## src/rtl/wbb_pkg.sv

```systemverilog
package wbb_pkg;

    typedef enum logic [0:0] {
        HS_IDLE = 1'b0,
        HS_WAIT = 1'b1
    } hs_state_e;

    localparam logic [2:0] CTI_CLASSIC = 3'b000;
    localparam logic [1:0] BTE_LINEAR  = 2'b00;

endpackage

```

## src/rtl/wbb_sel_widen.sv

```systemverilog
module wbb_sel_widen #(
    parameter int ISW = 1,
    parameter int EXP = 2
) (
    input  logic [ISW-1:0]     in_sel,
    output logic [ISW*EXP-1:0] out_sel
);

    for (genvar g = 0; g < ISW; g++) begin : g_bit
        assign out_sel[g*EXP +: EXP] = {EXP{in_sel[g]}};
    end

endmodule

```

## src/rtl/wbb_lane_map.sv

```systemverilog
module wbb_lane_map #(
    parameter int I_AW = 11,
    parameter int I_DW = 16,
    parameter int S_AW = 10,
    parameter int S_DW = 32,
    parameter int IWS  = 2,
    parameter int SSW  = 4
) (
    input  logic [I_AW-1:0] i_adr,
    input  logic [I_DW-1:0] i_dat_w,
    input  logic [IWS-1:0]  wide_sel,
    input  logic [S_DW-1:0] s_dat_r,
    output logic [S_AW-1:0] s_adr,
    output logic [S_DW-1:0] s_dat_w,
    output logic [SSW-1:0]  s_sel,
    output logic [I_DW-1:0] i_dat_r
);

    localparam int RATIO = S_DW / I_DW;
    localparam int LSB   = $clog2(RATIO);
    localparam int LW    = (LSB > 0) ? LSB : 1;

    logic [LW-1:0] lane;

    assign lane    = (LSB > 0) ? i_adr[LW-1:0] : '0;
    assign s_adr   = S_AW'(i_adr >> LSB);
    assign s_dat_w = {RATIO{i_dat_w}};
    assign s_sel   = SSW'(SSW'(wide_sel) << (int'(lane) * IWS));
    assign i_dat_r = I_DW'(s_dat_r >> (int'(lane) * I_DW));

endmodule

```

## src/rtl/wbb_hs_adapt.sv

```systemverilog
module wbb_hs_adapt
    import wbb_pkg::*;
#(
    parameter bit I_PIPE = 1'b0,
    parameter bit S_PIPE = 1'b1
) (
    input  logic clk,
    input  logic rst_n,
    input  logic i_cyc,
    input  logic i_stb,
    input  logic s_ack,
    input  logic s_stall,
    output logic s_stb,
    output logic i_ack,
    output logic i_stall
);

    if (!I_PIPE && S_PIPE) begin : g_cls2pipe
        hs_state_e state_q;
        hs_state_e state_d;

        always_ff @(posedge clk or negedge rst_n) begin
            if (!rst_n) begin
                state_q <= HS_IDLE;
            end else begin
                state_q <= state_d;
            end
        end

        always_comb begin
            state_d = state_q;
            unique case (state_q)
                HS_IDLE: begin
                    if (i_cyc && i_stb && !s_stall && !s_ack) begin
                        state_d = HS_WAIT;
                    end
                end
                HS_WAIT: begin
                    if (!i_cyc || s_ack) begin
                        state_d = HS_IDLE;
                    end
                end
                default: state_d = HS_IDLE;
            endcase
        end

        always_comb begin
            i_ack   = s_ack;
            i_stall = 1'b0;
            unique case (state_q)
                HS_IDLE: s_stb = i_cyc && i_stb;
                HS_WAIT: s_stb = 1'b0;
                default: s_stb = 1'b0;
            endcase
        end
    end else if (I_PIPE && !S_PIPE) begin : g_pipe2cls
        assign s_stb   = i_stb;
        assign i_ack   = s_ack;
        assign i_stall = i_cyc && i_stb && !s_ack;
    end else begin : g_same
        assign s_stb   = i_stb;
        assign i_ack   = s_ack;
        assign i_stall = I_PIPE ? s_stall : 1'b0;
    end

endmodule

```

## src/rtl/wb_width_bridge.sv

```systemverilog
module wb_width_bridge
    import wbb_pkg::*;
#(
    parameter int I_AW       = 11,
    parameter int I_DW       = 16,
    parameter int I_GRAN     = 16,
    parameter int S_AW       = 10,
    parameter int S_DW       = 32,
    parameter int S_GRAN     = 8,
    parameter bit I_PIPE     = 1'b0,
    parameter bit S_PIPE     = 1'b1,
    parameter bit I_HAS_LOCK = 1'b1,
    parameter bit I_HAS_ERR  = 1'b1,
    parameter bit I_HAS_RTY  = 1'b1,
    parameter bit S_HAS_LOCK = 1'b1,
    parameter bit S_HAS_ERR  = 1'b1,
    parameter bit S_HAS_RTY  = 1'b1,
    localparam int ISW = I_DW / I_GRAN,
    localparam int SSW = S_DW / S_GRAN
) (
    input  logic            clk,
    input  logic            rst_n,
    input  logic [I_AW-1:0] i_adr,
    input  logic [I_DW-1:0] i_dat_w,
    output logic [I_DW-1:0] i_dat_r,
    input  logic [ISW-1:0]  i_sel,
    input  logic            i_cyc,
    input  logic            i_stb,
    input  logic            i_we,
    input  logic            i_lock,
    output logic            i_ack,
    output logic            i_stall,
    output logic            i_err,
    output logic            i_rty,
    output logic [S_AW-1:0] s_adr,
    output logic [S_DW-1:0] s_dat_w,
    input  logic [S_DW-1:0] s_dat_r,
    output logic [SSW-1:0]  s_sel,
    output logic            s_cyc,
    output logic            s_stb,
    output logic            s_we,
    output logic            s_lock,
    output logic [2:0]      s_cti,
    output logic [1:0]      s_bte,
    input  logic            s_ack,
    input  logic            s_stall,
    input  logic            s_err,
    input  logic            s_rty
);

    localparam int EXP   = I_GRAN / S_GRAN;
    localparam int IWS   = ISW * EXP;
    localparam int I_LOG = $clog2(I_DW);
    localparam int S_LOG = $clog2(S_DW);

    // Elaboration-time legality checks
    if (I_DW > S_DW) begin : g_bad_wider
        $error("initiator wider than subordinate needs multi-cycle split: unsupported");
    end
    if (I_AW + I_LOG != S_AW + S_LOG) begin : g_bad_space
        $error("address space of the two ports differs");
    end
    if (S_GRAN > I_GRAN) begin : g_bad_gran
        $error("subordinate granularity coarser than initiator granularity");
    end
    if (I_HAS_LOCK && !S_HAS_LOCK) begin : g_bad_lock
        $error("initiator lock has no subordinate input");
    end
    if (S_HAS_ERR && !I_HAS_ERR) begin : g_bad_err
        $error("subordinate err has no initiator input");
    end
    if (S_HAS_RTY && !I_HAS_RTY) begin : g_bad_rty
        $error("subordinate rty has no initiator input");
    end

    logic [IWS-1:0] wide_sel;

    wbb_sel_widen #(
        .ISW (ISW),
        .EXP (EXP)
    ) u_widen (
        .in_sel  (i_sel),
        .out_sel (wide_sel)
    );

    wbb_lane_map #(
        .I_AW (I_AW),
        .I_DW (I_DW),
        .S_AW (S_AW),
        .S_DW (S_DW),
        .IWS  (IWS),
        .SSW  (SSW)
    ) u_lanes (
        .i_adr    (i_adr),
        .i_dat_w  (i_dat_w),
        .wide_sel (wide_sel),
        .s_dat_r  (s_dat_r),
        .s_adr    (s_adr),
        .s_dat_w  (s_dat_w),
        .s_sel    (s_sel),
        .i_dat_r  (i_dat_r)
    );

    wbb_hs_adapt #(
        .I_PIPE (I_PIPE),
        .S_PIPE (S_PIPE)
    ) u_hs (
        .clk     (clk),
        .rst_n   (rst_n),
        .i_cyc   (i_cyc),
        .i_stb   (i_stb),
        .s_ack   (s_ack),
        .s_stall (s_stall),
        .s_stb   (s_stb),
        .i_ack   (i_ack),
        .i_stall (i_stall)
    );

    assign s_cyc  = i_cyc;
    assign s_we   = i_we;
    assign s_lock = I_HAS_LOCK ? i_lock : 1'b0;
    assign i_err  = S_HAS_ERR ? s_err : 1'b0;
    assign i_rty  = S_HAS_RTY ? s_rty : 1'b0;
    assign s_cti  = CTI_CLASSIC;
    assign s_bte  = BTE_LINEAR;

endmodule

```

## config.mk

```make
export PLATFORM = sky130hd
export DESIGN_NAME = wb_width_bridge
export DESIGN_NICKNAME = d
export VERILOG_FILES = /design/src/rtl/wbb_pkg.sv /design/src/rtl/wbb_sel_widen.sv /design/src/rtl/wbb_lane_map.sv /design/src/rtl/wbb_hs_adapt.sv /design/src/rtl/wb_width_bridge.sv
export SDC_FILE = /design/constraint.sdc
export NUM_CORES = 1
export LEC_CHECK = 0
export BUFFER_PORTS_ARGS = -buffer_cell sky130_fd_sc_hd__buf_2
export CORE_AREA = 2 2 56 58
export CTS_CLUSTER_SIZE = 28
export DETAILED_ROUTE_END_ITERATION = 16
export DIE_AREA = 0 0 58 60
export PLACE_DENSITY = 0.88
export SYNTH_ARGS = -nofsm -noshare
export SYNTH_HDL_FRONTEND = slang
export SYNTH_SLANG_ARGS = --single-unit
```

## constraint.sdc

```tcl
create_clock -name clk -period 1.3 [get_ports clk]
set_input_delay 0.195 -clock clk [delete_from_list [all_inputs] [get_ports clk]]
set_output_delay 0.195 -clock clk [all_outputs]
set_load 0.005 [all_outputs]
```

==> impl_metrics.json <==
{
  "finalHoldViolations": 0,
  "wl_um": 1370,
  "synth_seq_cells": 1,
  "io_buffers": 62,
  "stdcell_count": 127,
  "drc_errors": 0,
  "leakagePower_uw": 0.000412,
  "crit_path_max_fanout": 18,
  "syn-instance-count": 83,
  "reg2reg_slack_ns": 0.73,
  "setup_tns_ns": 0,
  "fp.coreArea_sq_mm": 0.00290,
  "crit_path_end_kind": "primary output",
  "setup.worst_path.start": "i_adr[0]",
  "min_from": "s_rty",
  "min_period_ns": 1.12,
  "dpl_cell_area_sq_um": 673,
  "hold_path_class": "in -> out",
  "antenna_cells": 0,
  "synth.avg_cell_area_sq_um": 8.85,
  "cellPowerDensity_mw_per_mm2": 341,
  "fmax_mhz": 891,
  "r2r_cells": 2,
  "path_class": "in -> out",
  "grt_usage_pct": 6.81,
  "io-pin-count": 145,
  "hold_path_end": "i_rty",
  "nets": 166,
  "setup_viol": 0,
  "via_count": 485,
  "yosys_warnings": 0,
  "viasPerCell": 3.82,
  "yosysSeqAreaShare_pct": 3.41,
  "synthDistinctLibCells": 13,
  "timing.rr.end": "u_hs.g_cls2pipe.state_q",
  "r2r_start": "u_hs.g_cls2pipe.state_q",
  "critPathRequiredTime_ns": 1.11,
  "rsz0062_at_grt": "false",
  "min_path_cells": 0,
  "peakVddDrop_mv": 0.178,
  "antenna_found_initial": 0,
  "grt_pass1_wl_um": 1900,
  "fin_crit_sh_pct": 86.3,
  "grt_max_degree": 19,
  "drt_pre_antenna_iters": 2,
  "gp_congestion": 0.589,
  "area_growth_pct": -6.98,
  "finalPower_uw": 233,
  "grt_remaining_overflow": 0,
  "final_util_pct": 23.5,
  "slew_viol_final": 0,
  "placedCellCount": 126,
  "ant_nets": 0,
  "start_util_pct": 25.3,
  "outcome": "complete, no violations",
  "largest_reg_flops": 1,
  "fin_skew_ns": 0,
  "fp.dieArea_sq_mm": 0.00348,
  "clk_latency_ns": 0,
  "grt_pass1_vias": 425,
  "final_layout_size_suffix_gt1_share_pct": 86.2,
  "avgRoutedWirePerCell_um": 10.8,
  "layout_common_cells": "62 x buf_2, 8 x mux2_4, 8 x mux2_2",
  "row_count": 20,
  "fp.dieW_um": 58,
  "largestRegisters": "u_hs.g_cls2pipe.state_q (1)",
  "syn_area_sq_um": 734,
  "dr.first_iter.drc_count": 6,
  "cp_data_arrival_time_ns": 0.93,
  "final_area_sq_um": 683,
  "top_register": "u_hs.g_cls2pipe.state_q",
  "layout_commonest_cell": "buf_2",
  "die_y_um": 60,
  "maxCapViolations": 0,
  "critPathLaunchType": "primary input"
}
-- metal layers --
layer / track usage [%] / part of all wire [%] / wire length, um / up-vias
li1: - / - / - / 223
met1: 6.97 / 34 / 470 / 193
met2: 11.4 / 43 / 593 / 69
met3: 5.63 / 22 / 304 / 0
met4: 0.332 / 0 / 0 / 0
met5: 0 / 0 / 0 / -
-- where the power goes --
group	switching [uW]	internal (uW)	total, uW
clock network	0	0	0
registers	0.229	32.7	33.0
logic	67.7	132	200
total	67.9	165	233
-- cells in the mapped netlist --
| library cell | n | area [sq um] |
|---|---|---|
| buf_6 | 1 | 11.3 |
| mux2_2 | 8 | 90.1 |
| buf_12 | 1 | 20.0 |
| dfrtp_1 | 1 | 25.0 |
| mux2_4 | 8 | 120 |
| conb_1 | 1 | 3.75 |
| and3_1 | 1 | 6.26 |
| inv_1 | 1 | 3.75 |
| and2b_2 | 1 | 8.76 |
| nand2b_1 | 2 | 12.5 |
| a21oi_1 | 1 | 5.00 |
| and2_2 | 1 | 7.51 |
| buf_4 | 56 | 420 |
-- worst max-delay path by stage --
stage / endpoint / slack (ns) / depth (start not counted)
global placement: i_dat_r[12] / 0.19 / 4
global route: i_dat_r[5] / 0.13 / 4
detailed placement: i_dat_r[0] / 0.17 / 4
finish: i_dat_r[0] / 0.18 / 4
floorplan: s_sel[1] / 0.31 / 4
CTS: i_dat_r[0] / 0.17 / 4
-- cell type report --
class                      instances  area [sq um]
tap                               33          41.3
multi-input combinational         28           273
sequential                         1          25.0
fill                             324          2220
inverter                           1          3.75
timing repair buffer              64           340
-- through the flow --
step	setup slack [ns]	hold WS (ns)
2_1_floorplan	0.308	-0.101
3_3_place_gp	0.188	-0.0272
3_5_place_dp	0.170	-0.0235
4_1_cts	0.169	0.390
5_1_grt	0.127	0.390
6_report	0.178	0.390
-- cells by family after synthesis --
logic type	synth area share [%]
buffers and inverters	62.0
multiplexers	28.6
AND/OR/NAND/NOR	4.77
AO/OA/AOI/OAI	0.681
flip-flops	3.41
other	0.511
-- what timing repair did --
item,in CTS,in global routing
buffers inserted,0,0
hold endpoints to repair,1,0
resized for setup,0,0
hold buffers,1,0
-- critical path: stages --
cell    delay, ns
buf_2        0.10
buf_12       0.16
mux2_2       0.34
buf_2        0.13
Note: power is estimated with default switching activity, not from simulation.
